### src/rtl/regfill_tlb_pkg.sv
package regfill_tlb_pkg;

  localparam int PPN_W   = 27;
  localparam int PERM_W  = 4;
  localparam int SPACE_W = 7;
  localparam int PG_SHIFT = 13;

  typedef enum logic [2:0] {
    SEL_PTE        = 3'd0,
    SEL_TAG        = 3'd1,
    SEL_SPACE      = 3'd2,
    SEL_FLUSH_ALL  = 3'd3,
    SEL_FLUSH_PROC = 3'd4,
    SEL_FLUSH_ONE  = 3'd5
  } wsel_e;

  typedef struct packed {
    logic [PPN_W-1:0]   ppn;
    logic [PERM_W-1:0]  rd_en;
    logic [PERM_W-1:0]  wr_en;
    logic               f_rd;
    logic               f_wr;
    logic               glob;
    logic [SPACE_W-1:0] space;
  } pte_t;

  // Page-table word to entry fields; space comes from the current register.
  function automatic pte_t unpack_pte(input logic [63:0] w,
                                      input logic [SPACE_W-1:0] sp,
                                      input logic force_ro);
    pte_t p;
    p.ppn   = w[58:32];
    p.rd_en = w[11:8];
    p.wr_en = force_ro ? '0 : w[15:12];
    p.f_rd  = w[1];
    p.f_wr  = w[2];
    p.glob  = w[4];
    p.space = sp;
    return p;
  endfunction

  function automatic logic [1:0] hint_of(input logic [63:0] w);
    return w[6:5];
  endfunction

  // Packed read-back: space ID shares bits 57/58 with the page number (OR).
  function automatic logic [63:0] pack_pte(input pte_t p);
    logic [63:0] r;
    r = '0;
    r[58:32] = p.ppn;
    r[11:8]  = p.rd_en;
    r[15:12] = p.wr_en;
    r[1]     = p.f_rd;
    r[2]     = p.f_wr;
    r[4]     = p.glob;
    r[63:57] = r[63:57] | p.space;
    return r;
  endfunction

endpackage

### src/rtl/tlbr_decode.sv
module tlbr_decode
  import regfill_tlb_pkg::*;
#(
  parameter int VPN_W    = 30,
  parameter bit IS_INSTR = 1'b0
) (
  input  logic               clk,
  input  logic               rst_n,
  input  logic               wr_en,
  input  logic [2:0]         wr_sel,
  input  logic [63:0]        wr_data,
  output logic               ins_fire,
  output logic               gh_block,
  output pte_t               ins_pte,
  output logic [VPN_W-1:0]   ins_vpn,
  output logic [SPACE_W-1:0] space_q,
  output logic               inv_all,
  output logic               inv_proc,
  output logic               inv_one,
  output logic [VPN_W-1:0]   inv_vpn
);

  logic [VPN_W-1:0] wr_vpn;
  logic             trigger;
  logic [63:0]      fill_word;

  assign wr_vpn = wr_data[PG_SHIFT +: VPN_W];

  always_ff @(posedge clk) begin
    if (!rst_n) space_q <= '0;
    else if (wr_en && wr_sel == SEL_SPACE) space_q <= wr_data[63:57];
  end

  generate
    if (IS_INSTR) begin : g_instr
      logic [VPN_W-1:0] staged_vpn;
      always_ff @(posedge clk) begin
        if (!rst_n) staged_vpn <= '0;
        else if (wr_en && wr_sel == SEL_TAG) staged_vpn <= wr_vpn;
      end
      assign trigger   = wr_en && (wr_sel == SEL_PTE);
      assign fill_word = wr_data;
      assign ins_vpn   = staged_vpn;
    end else begin : g_data
      logic [63:0] staged_word;
      always_ff @(posedge clk) begin
        if (!rst_n) staged_word <= '0;
        else if (wr_en && wr_sel == SEL_PTE) staged_word <= wr_data;
      end
      assign trigger   = wr_en && (wr_sel == SEL_TAG);
      assign fill_word = staged_word;
      assign ins_vpn   = wr_vpn;
    end
  endgenerate

  assign gh_block = trigger && (hint_of(fill_word) != 2'b00);
  assign ins_fire = trigger && !gh_block;
  assign ins_pte  = unpack_pte(fill_word, space_q, IS_INSTR);

  assign inv_all  = wr_en && (wr_sel == SEL_FLUSH_ALL);
  assign inv_proc = wr_en && (wr_sel == SEL_FLUSH_PROC);
  assign inv_one  = wr_en && (wr_sel == SEL_FLUSH_ONE);
  assign inv_vpn  = wr_vpn;

endmodule

### src/rtl/tlbr_victim.sv
module tlbr_victim #(
  parameter int N_ENT = 8,
  localparam int IDX_W = (N_ENT > 1) ? $clog2(N_ENT) : 1
) (
  input  logic             clk,
  input  logic             rst_n,
  input  logic             adv,
  output logic [IDX_W-1:0] ptr
);

  localparam logic [IDX_W-1:0] LAST = IDX_W'(N_ENT - 1);

  always_ff @(posedge clk) begin
    if (!rst_n)   ptr <= '0;
    else if (adv) ptr <= (ptr == LAST) ? '0 : ptr + 1'b1;
  end

endmodule

### src/rtl/tlbr_array.sv
module tlbr_array
  import regfill_tlb_pkg::*;
#(
  parameter int N_ENT = 8,
  parameter int VPN_W = 30,
  localparam int IDX_W = (N_ENT > 1) ? $clog2(N_ENT) : 1
) (
  input  logic               clk,
  input  logic               rst_n,
  input  logic               ins_fire,
  input  logic [IDX_W-1:0]   ins_slot,
  input  logic [VPN_W-1:0]   ins_vpn,
  input  pte_t               ins_pte,
  input  logic               inv_all,
  input  logic               inv_proc,
  input  logic               inv_one,
  input  logic [VPN_W-1:0]   inv_vpn,
  input  logic [SPACE_W-1:0] cur_space,
  input  logic [VPN_W-1:0]   lk_vpn,
  output logic               lk_hit,
  output logic [PPN_W-1:0]   lk_ppn,
  input  logic [IDX_W-1:0]   rd_idx,
  output logic               rd_valid,
  output pte_t               rd_pte,
  output logic [N_ENT-1:0]   valid_vec
);

  logic [VPN_W-1:0] ent_tag [N_ENT];
  pte_t             ent_pte [N_ENT];

  function automatic logic slot_match(input logic v, input logic [VPN_W-1:0] tag,
                                      input pte_t p, input logic [VPN_W-1:0] vpn,
                                      input logic [SPACE_W-1:0] sp);
    return v && (tag == vpn) && (p.glob || (p.space == sp));
  endfunction

  for (genvar g = 0; g < N_ENT; g++) begin : g_slot
    logic             v_q;
    logic [VPN_W-1:0] tag_q;
    pte_t             pte_q;
    logic             kill;

    assign kill = inv_all || (inv_proc && !pte_q.glob) ||
                  (inv_one && slot_match(v_q, tag_q, pte_q, inv_vpn, cur_space));

    always_ff @(posedge clk) begin
      if (!rst_n) begin
        v_q   <= 1'b0;
        tag_q <= '0;
        pte_q <= '0;
      end else if (ins_fire && ins_slot == IDX_W'(g)) begin
        v_q   <= 1'b1;
        tag_q <= ins_vpn;
        pte_q <= ins_pte;
      end else if (kill) begin
        v_q   <= 1'b0;
      end
    end

    assign valid_vec[g] = v_q;
    assign ent_tag[g]   = tag_q;
    assign ent_pte[g]   = pte_q;
  end

  always_comb begin
    lk_hit = 1'b0;
    lk_ppn = '0;
    for (int k = N_ENT - 1; k >= 0; k--) begin
      if (slot_match(valid_vec[k], ent_tag[k], ent_pte[k], lk_vpn, cur_space)) begin
        lk_hit = 1'b1;
        lk_ppn = ent_pte[k].ppn;
      end
    end
  end

  assign rd_valid = valid_vec[rd_idx];
  assign rd_pte   = ent_pte[rd_idx];

endmodule

### src/rtl/regfill_tlb.sv
module regfill_tlb
  import regfill_tlb_pkg::*;
#(
  parameter int N_ENT    = 8,
  parameter int VPN_W    = 30,
  parameter bit IS_INSTR = 1'b0,
  localparam int IDX_W = (N_ENT > 1) ? $clog2(N_ENT) : 1
) (
  input  logic             clk,
  input  logic             rst_n,
  input  logic             wr_en,
  input  logic [2:0]       wr_sel,
  input  logic [63:0]      wr_data,
  input  logic [VPN_W-1:0] lk_vpn,
  output logic             lk_hit,
  output logic [26:0]      lk_ppn,
  input  logic [IDX_W-1:0] rd_idx,
  output logic             rd_valid,
  output logic [63:0]      rd_data,
  output logic             fill_err
);

  logic               ins_fire;
  logic               gh_block;
  pte_t               ins_pte;
  logic [VPN_W-1:0]   ins_vpn;
  logic [SPACE_W-1:0] space_q;
  logic               inv_all, inv_proc, inv_one;
  logic [VPN_W-1:0]   inv_vpn;
  logic [IDX_W-1:0]   vic_ptr;
  logic [N_ENT-1:0]   valid_vec;
  pte_t               rd_pte;

  tlbr_decode #(.VPN_W(VPN_W), .IS_INSTR(IS_INSTR)) u_dec (
    .clk(clk), .rst_n(rst_n), .wr_en(wr_en), .wr_sel(wr_sel), .wr_data(wr_data),
    .ins_fire(ins_fire), .gh_block(gh_block), .ins_pte(ins_pte), .ins_vpn(ins_vpn),
    .space_q(space_q), .inv_all(inv_all), .inv_proc(inv_proc), .inv_one(inv_one),
    .inv_vpn(inv_vpn)
  );

  tlbr_victim #(.N_ENT(N_ENT)) u_vic (
    .clk(clk), .rst_n(rst_n), .adv(ins_fire), .ptr(vic_ptr)
  );

  tlbr_array #(.N_ENT(N_ENT), .VPN_W(VPN_W)) u_arr (
    .clk(clk), .rst_n(rst_n), .ins_fire(ins_fire), .ins_slot(vic_ptr),
    .ins_vpn(ins_vpn), .ins_pte(ins_pte), .inv_all(inv_all), .inv_proc(inv_proc),
    .inv_one(inv_one), .inv_vpn(inv_vpn), .cur_space(space_q), .lk_vpn(lk_vpn),
    .lk_hit(lk_hit), .lk_ppn(lk_ppn), .rd_idx(rd_idx), .rd_valid(rd_valid),
    .rd_pte(rd_pte), .valid_vec(valid_vec)
  );

  assign rd_data  = pack_pte(rd_pte);
  assign fill_err = gh_block;

endmodule

### config.mk
export PLATFORM = sky130hd
export DESIGN_NAME = regfill_tlb
export DESIGN_NICKNAME = d
export VERILOG_FILES = /design/src/rtl/regfill_tlb_pkg.sv /design/src/rtl/tlbr_decode.sv /design/src/rtl/tlbr_victim.sv /design/src/rtl/tlbr_array.sv /design/src/rtl/regfill_tlb.sv
export SDC_FILE = /design/constraint.sdc
export NUM_CORES = 2
export LEC_CHECK = 0
export BUFFER_PORTS_ARGS = -buffer_cell sky130_fd_sc_hd__buf_2
export CORE_ASPECT_RATIO = 0.8
export CORE_MARGIN = 4
export CORE_UTILIZATION = 50
export DETAILED_ROUTE_END_ITERATION = 7
export GPL_ROUTABILITY_DRIVEN = 1
export GPL_TIMING_DRIVEN = 1
export PLACE_DENSITY = 0.72
export SLEW_MARGIN = 5
export SYNTH_ARGS = -nofsm -noshare
export SYNTH_HDL_FRONTEND = slang
export SYNTH_SLANG_ARGS = --single-unit
### constraint.sdc
create_clock -name clk -period 6.8 [get_ports clk]
set_clock_uncertainty 0.05 [all_clocks]
set_input_delay 1.02 -clock clk [delete_from_list [all_inputs] [get_ports clk]]
set_output_delay 1.02 -clock clk [all_outputs]
set_load 0.02 [all_outputs]
**Word-level counts from Yosys, hierarchy flattened**

Index checks and enable logic that the tools add are counted.

- Flip-flop bits (word level): 677
- Input port bits: 103

- Add/sub/neg operators: 1
- Order comparisons: 2
- Equal/unequal tests: 36
- Multiplexer cells: 38
- Bitwise operators: 2
- Reductions and logical operators: 108

Operator list:

| cell | number |
|---|---|
| $eq 30x30->1 | 16 |
| $mux 27 | 8 |
| $bmux 45 s3 | 1 |
| $mux 45 | 2 |
| $logic_and 1x1->1 | 64 |
| $eq 7x7->1 | 8 |
| $mux 1 | 25 |
| $logic_or 1x1->1 | 24 |
| $eq 3x3->1 const B | 6 |
| $reduce_bool 2->1 | 9 |
| $eq 3x2->1 const B | 4 |
| $logic_not 1->1 | 9 |
| $or 2x7->7 | 1 |
| $eq 3x1->1 const B | 2 |
| $logic_not 3->1 | 2 |
| $ge 4x4->1 const B | 1 |
| $lt 3x4->1 const B | 1 |
| $not 3->4 | 1 |
| $add 3x1->3 const B | 1 |
| $bmux 1 s3 | 1 |
| $mux 3 | 1 |

**Depth between registers and ports, before layout**

- Word-level depth: 11
- Gate-level depth with buffers: 11
- Mapped depth without buffers: 7

**Cells and area by module**

A second synthesis with hierarchy kept.

- Cell total of the unflattened synthesis: 4,424
- Area, all modules: 37,046.8 µm²

By module, submodules not included:

| module | instances | cells each | area each (µm²) | sequential area each (µm²) |
|---|---|---|---|---|
| tlbr_array | 1 | 4,071 | 34,007.6 | 12,171.7 |
| tlbr_decode | 1 | 316 | 2,717.6 | 940.9 |
| regfill_tlb | 1 | 24 | 173.9 | 0.0 |
| tlbr_victim | 1 | 13 | 147.6 | 60.1 |

**Worst setup path after synthesis**

No wires, ideal clock.

- Path type: input port to output port
- From: input lk_vpn[6]
- To: output lk_ppn[10]
- Data arrival time: 3,573 ps
- Required time: 5,730 ps
- Setup slack: 2,157 ps
- Stages: 9
- Cell sequence: buf_2 -> xnor2_1 -> nand4_1 -> or4_4 -> or3_1 -> buf_4 -> mux2i_1 -> or3_1 -> o32ai_1

- Cells in the longest elaborated chain, start to end: 11
- Elaborated cells between the ends (all ways): 32
- Those cells by class: eq/ne (8); mux (8); reduce/logical (16)

Ends and longest elaborated chain:

| item | RTL line | text |
|---|---|---|
| start: declaration | regfill_tlb.sv:14 | `input logic [VPN_W-1:0] lk_vpn,` |
| $eq 30x30->1 | tlbr_array.sv:34 | `return v && (tag == vpn) && (p.glob \|\| (p.space == sp));` |
| $logic_and 1x1->1 (2 in a row) | tlbr_array.sv:34 |  |
| $mux 27 (7 in a row) | tlbr_array.sv:69 | `if (slot_match(valid_vec[k], ent_tag[k], ent_pte[k], lk_vpn, cur_space)) begin` |
| $mux 27 * | tlbr_array.sv:69 |  |
| end: declaration | regfill_tlb.sv:16 | `output logic [26:0] lk_ppn,` |

Mark *: on every way between the ends. The rest lies on a longest branch, timed or not.

**Final worst setup path**

- From: register u_dec.space_q[1]
- To: output lk_ppn[26]

- Cells in the longest elaborated chain, start to end: 11
- Elaborated cells between the ends (all ways): 32
- Those cells by class: eq/ne (8); mux (8); reduce/logical (16)

Ends and longest elaborated chain:

| item | RTL line | text |
|---|---|---|
| start: declaration | tlbr_decode.sv:16 | `output logic [SPACE_W-1:0] space_q,` |
| start signal: assignment | tlbr_decode.sv:31 | `else if (wr_en && wr_sel == SEL_SPACE) space_q <= wr_data[63:57];` |
| $eq 7x7->1 | tlbr_array.sv:34 |  |
| $logic_or 1x1->1 | tlbr_array.sv:34 |  |
| $logic_and 1x1->1 | tlbr_array.sv:34 |  |
| $mux 27 (7 in a row) | tlbr_array.sv:69 |  |
| $mux 27 * | tlbr_array.sv:69 |  |

Marks and branches as above.

==> impl_metrics.toml <==
[worst_setup_path]
arrival_ps = 5050
crit_path_cell_trace = "buf_4 > xor2_1 > nor4_1 > a41oi_1 > nor3_4 > buf_4 > nor3_4 > a221o_1 > a31o_1 > buf_2"
slowest_stage = "nor3_4"
cp.required_ps = 5730
cp_max_fo = 17
path_buf_inv = 3
crit_type = "reg2out"
critPathTopFamily = "compound AO/OA/AOI/OAI gates"
cp-start-kind = "flop"
crit_path_end_kind = "primary output"
max_stage_delay_ps = 1050

[floorplan]
core_area_sq_um = 70800
die_w_um = 307
num_rows = 87
die-area_sq_um = 76000
die-height_um = 247
start_util_pct = 50.6
ios = 197

[pwr]
powerDensity_nw_per_um2 = 217
p_int_mw = 6.31
comb_power_share_pct = 7.5
vdd_drop_max_mv = 0.147
p_sw_share_pct = 25.2
power_switching_mw = 2.13
p_leak_nw = 12.8
clock_power_share_pct = 46.4
seqPwrFrac_pct = 46.1

[timing]
slew_viol_final = 0
fin_setup_tns_ps = 0
worst_pin_slew_ps = 1310
max_freq_mhz = 163
relSlewSlack_pct = 12.7
hold_viol_final = 0
rsz0062_at_grt = "false"
period_needed_ps = 6120
fin_crit_sh_pct = 90.1
finalSetupViolCount = 0

[global_route]
grt_pass1_wl_mm = 184
grt_max_degree = 194
antenna_found_initial = 6
grt_usage_pct = 31.6
grt.overflow.total = 0
grt_pass1_vias = 28900

[synthesis]
synth_cell_types = 57
ys.flop_type = "dfxtp_1"
yosys.area.top_type = "dfxtp_1"
syn_avg_cell_area_sq_um = 8.30
seq_area_frac_synth_pct = 36.8
netlist_area_sq_um = 35800
yosys_warnings = 0
synth_seq_cells = 658
async_flop_share_pct = 0
ys_top_cells_by_area = "dfxtp_1 37%, nand2_1 14%, a21boi_0 14%"
syn_inst = 4317
synth_edf_count = 0
synth.top_cell.area_share_pct = 36.8

[placed_design]
dpl.hpwl_mm = 74.5
io_buffers = 172
gp_congestion = 0.940

[clocking]
cts_tree = "built"
clock-sinks = 658
clock_latency_ps = 640
htree_levels = 3
cts_buffer_depth = 3
clkTransAtPathRegs_ps = 60
cts_resized = 0
cts_root_buffer = "clkbuf_16"
postCtsSetupRepairBufs = 0
cts_hold_buf = 0
cts_buffers = 69

[detailed_routing]
avgRoutedWirePerCell_um = 24.1
post-route-drc-count = 0
drtIter0Drc = 4624
vias_per_cell = 6.08
wl_mm = 124
firstDrtPassIters = 6
vias = 31400
ant_nets = 0

[layout]
final_cell_mix = "1329 x nand2_1, 659 x a21boi_0, 658 x dfxtp_1, 425 x xnor2_1, 169 x buf_2"
final_common_cell = "nand2_1"
nets = 4290
final_util_pct = 54.9
syn_to_final_growth_pct = 8.48
drive_gt1_share_pct = 12.1

[status]
outcome = "completed"

[min_path]
min_path_type = "reg2reg"

[flow_run]
maxCapViolCount = 0
-- routing by layer --
| metal | wire, um | track usage (%) | up-vias |
|---|---|---|---|
| met5 | 69 | 0.691 | - |
| met4 | 5260 | 12.1 | 8 |
| met3 | 16100 | 8.85 | 379 |
| met2 | 51400 | 45.5 | 1959 |
| met1 | 51500 | 44.7 | 15000 |
| li1 | - | - | 14100 |
-- sequential cells by signal, indices dropped and copies added (netlist names) --
signal              cells
u_dec.space_q           7
u_arr.g_slot.tag_q    240
u_dec.fill_word        40
u_arr.ent_pte         360
u_arr.g_slot.v_q        8
u_vic.ptr               3
-- cells in the mapped netlist, types with 2 or more instances --
library cell  instances
or4_4                 2
or3_1                12
xor2_1              110
or4_1                12
o21ai_0              35
nor3_4                2
nor4_1               47
nor4_4                2
a221o_1              32
mux4_2               86
a31o_1               16
nor3_1               14
a21boi_0            659
a41oi_1               4
nor2_1               90
o311a_1               9
a21oi_1              17
or2_2                 9
and3_1                5
clkbuf_1            307
and2_1                7
o21a_1                9
mux2i_1              16
o211ai_1              4
a21o_1                2
mux2_2               59
nand2_1            1335
a41o_1                5
nand3_1              29
buf_6                 8
xnor2_1             425
ha_1                  6
nor2b_1               9
buf_4                29
buf_1                56
buf_2                40
o32ai_1               9
dfxtp_1             658
nand4_1             112
a21boi_1              7
inv_1                 6
-- worst register-to-register path, delay by kind of cell, from the launching register on --
family                 cells  cell delay [ps]
buffers and inverters      1              680
AOI/OAI and AO/OA          1              180
and+or+nand+nor            5             1690
DFF                        1              330
-- per-stage QoR --
step / cells / area, sq um / power (mW) / hold WS [ps] / setup slack, ps
2_1_floorplan: 4337 / 35900 / 4.40 / 390 / 2160
3_3_place_gp: 5044 / 36600 / 4.58 / 397 / 1110
3_5_place_dp: 5044 / 36600 / 4.58 / 405 / 1160
4_1_cts: 5164 / 38900 / 8.42 / 413 / 991
5_1_grt: 5164 / 38900 / 8.63 / 429 / 644
6_report: 5168 / 38900 / 8.44 / 410 / 675
-- cell type report --
type	instances	area, sq um
Tap cell	934	1170
Sequential cell	658	13200
Clock inverter	26	332
Fill cell	6349	31900
Timing Repair Buffer	213	1220
Inverter	6	22.5
Multi-Input combinational cell	3233	21000
Antenna cell	4	10.0
Clock buffer	94	1960
-- cell families after synthesis --
| group | Yosys count | synth area share (%) |
|---|---|---|
| DFF | 658 | 36.8 |
| AOI/OAI and AO/OA | 816 | 17.2 |
| adders and majority gates | 6 | 0.210 |
| and+or+nand+nor | 1693 | 19.7 |
| muxes | 161 | 7.71 |
| other | 1 | 0.0105 |
| buffers and inverters | 446 | 5.28 |
| xor gates and xnor gates | 536 | 13.1 |
-- power groups by stage --
stage          Sequential (mW)  Clock (mW)  Combinational, mW
3_5_place_dp              3.98           0              0.609
4_1_cts                   3.89        3.92              0.612
6_report                  3.89        3.92              0.637
3_3_place_gp              3.97           0              0.606
2_1_floorplan             3.96           0              0.441
5_1_grt                   3.89        4.09              0.653
-- final timing paths --
path / start / endpoint / slack, ps / cells past startpoint
setup / recovery: u_dec.space_q[1] / lk_ppn[26] / 680 / 10
hold / removal: u_arr.ent_pte[53] / u_arr.ent_pte[53] / 410 / 2
setup reg to reg: u_dec.fill_word[5] / u_arr.ent_pte[303] / 3810 / 7
hold reg to reg: u_arr.ent_pte[53] / u_arr.ent_pte[53] / 410 / 2
Power figures use the tool's default switching activity.
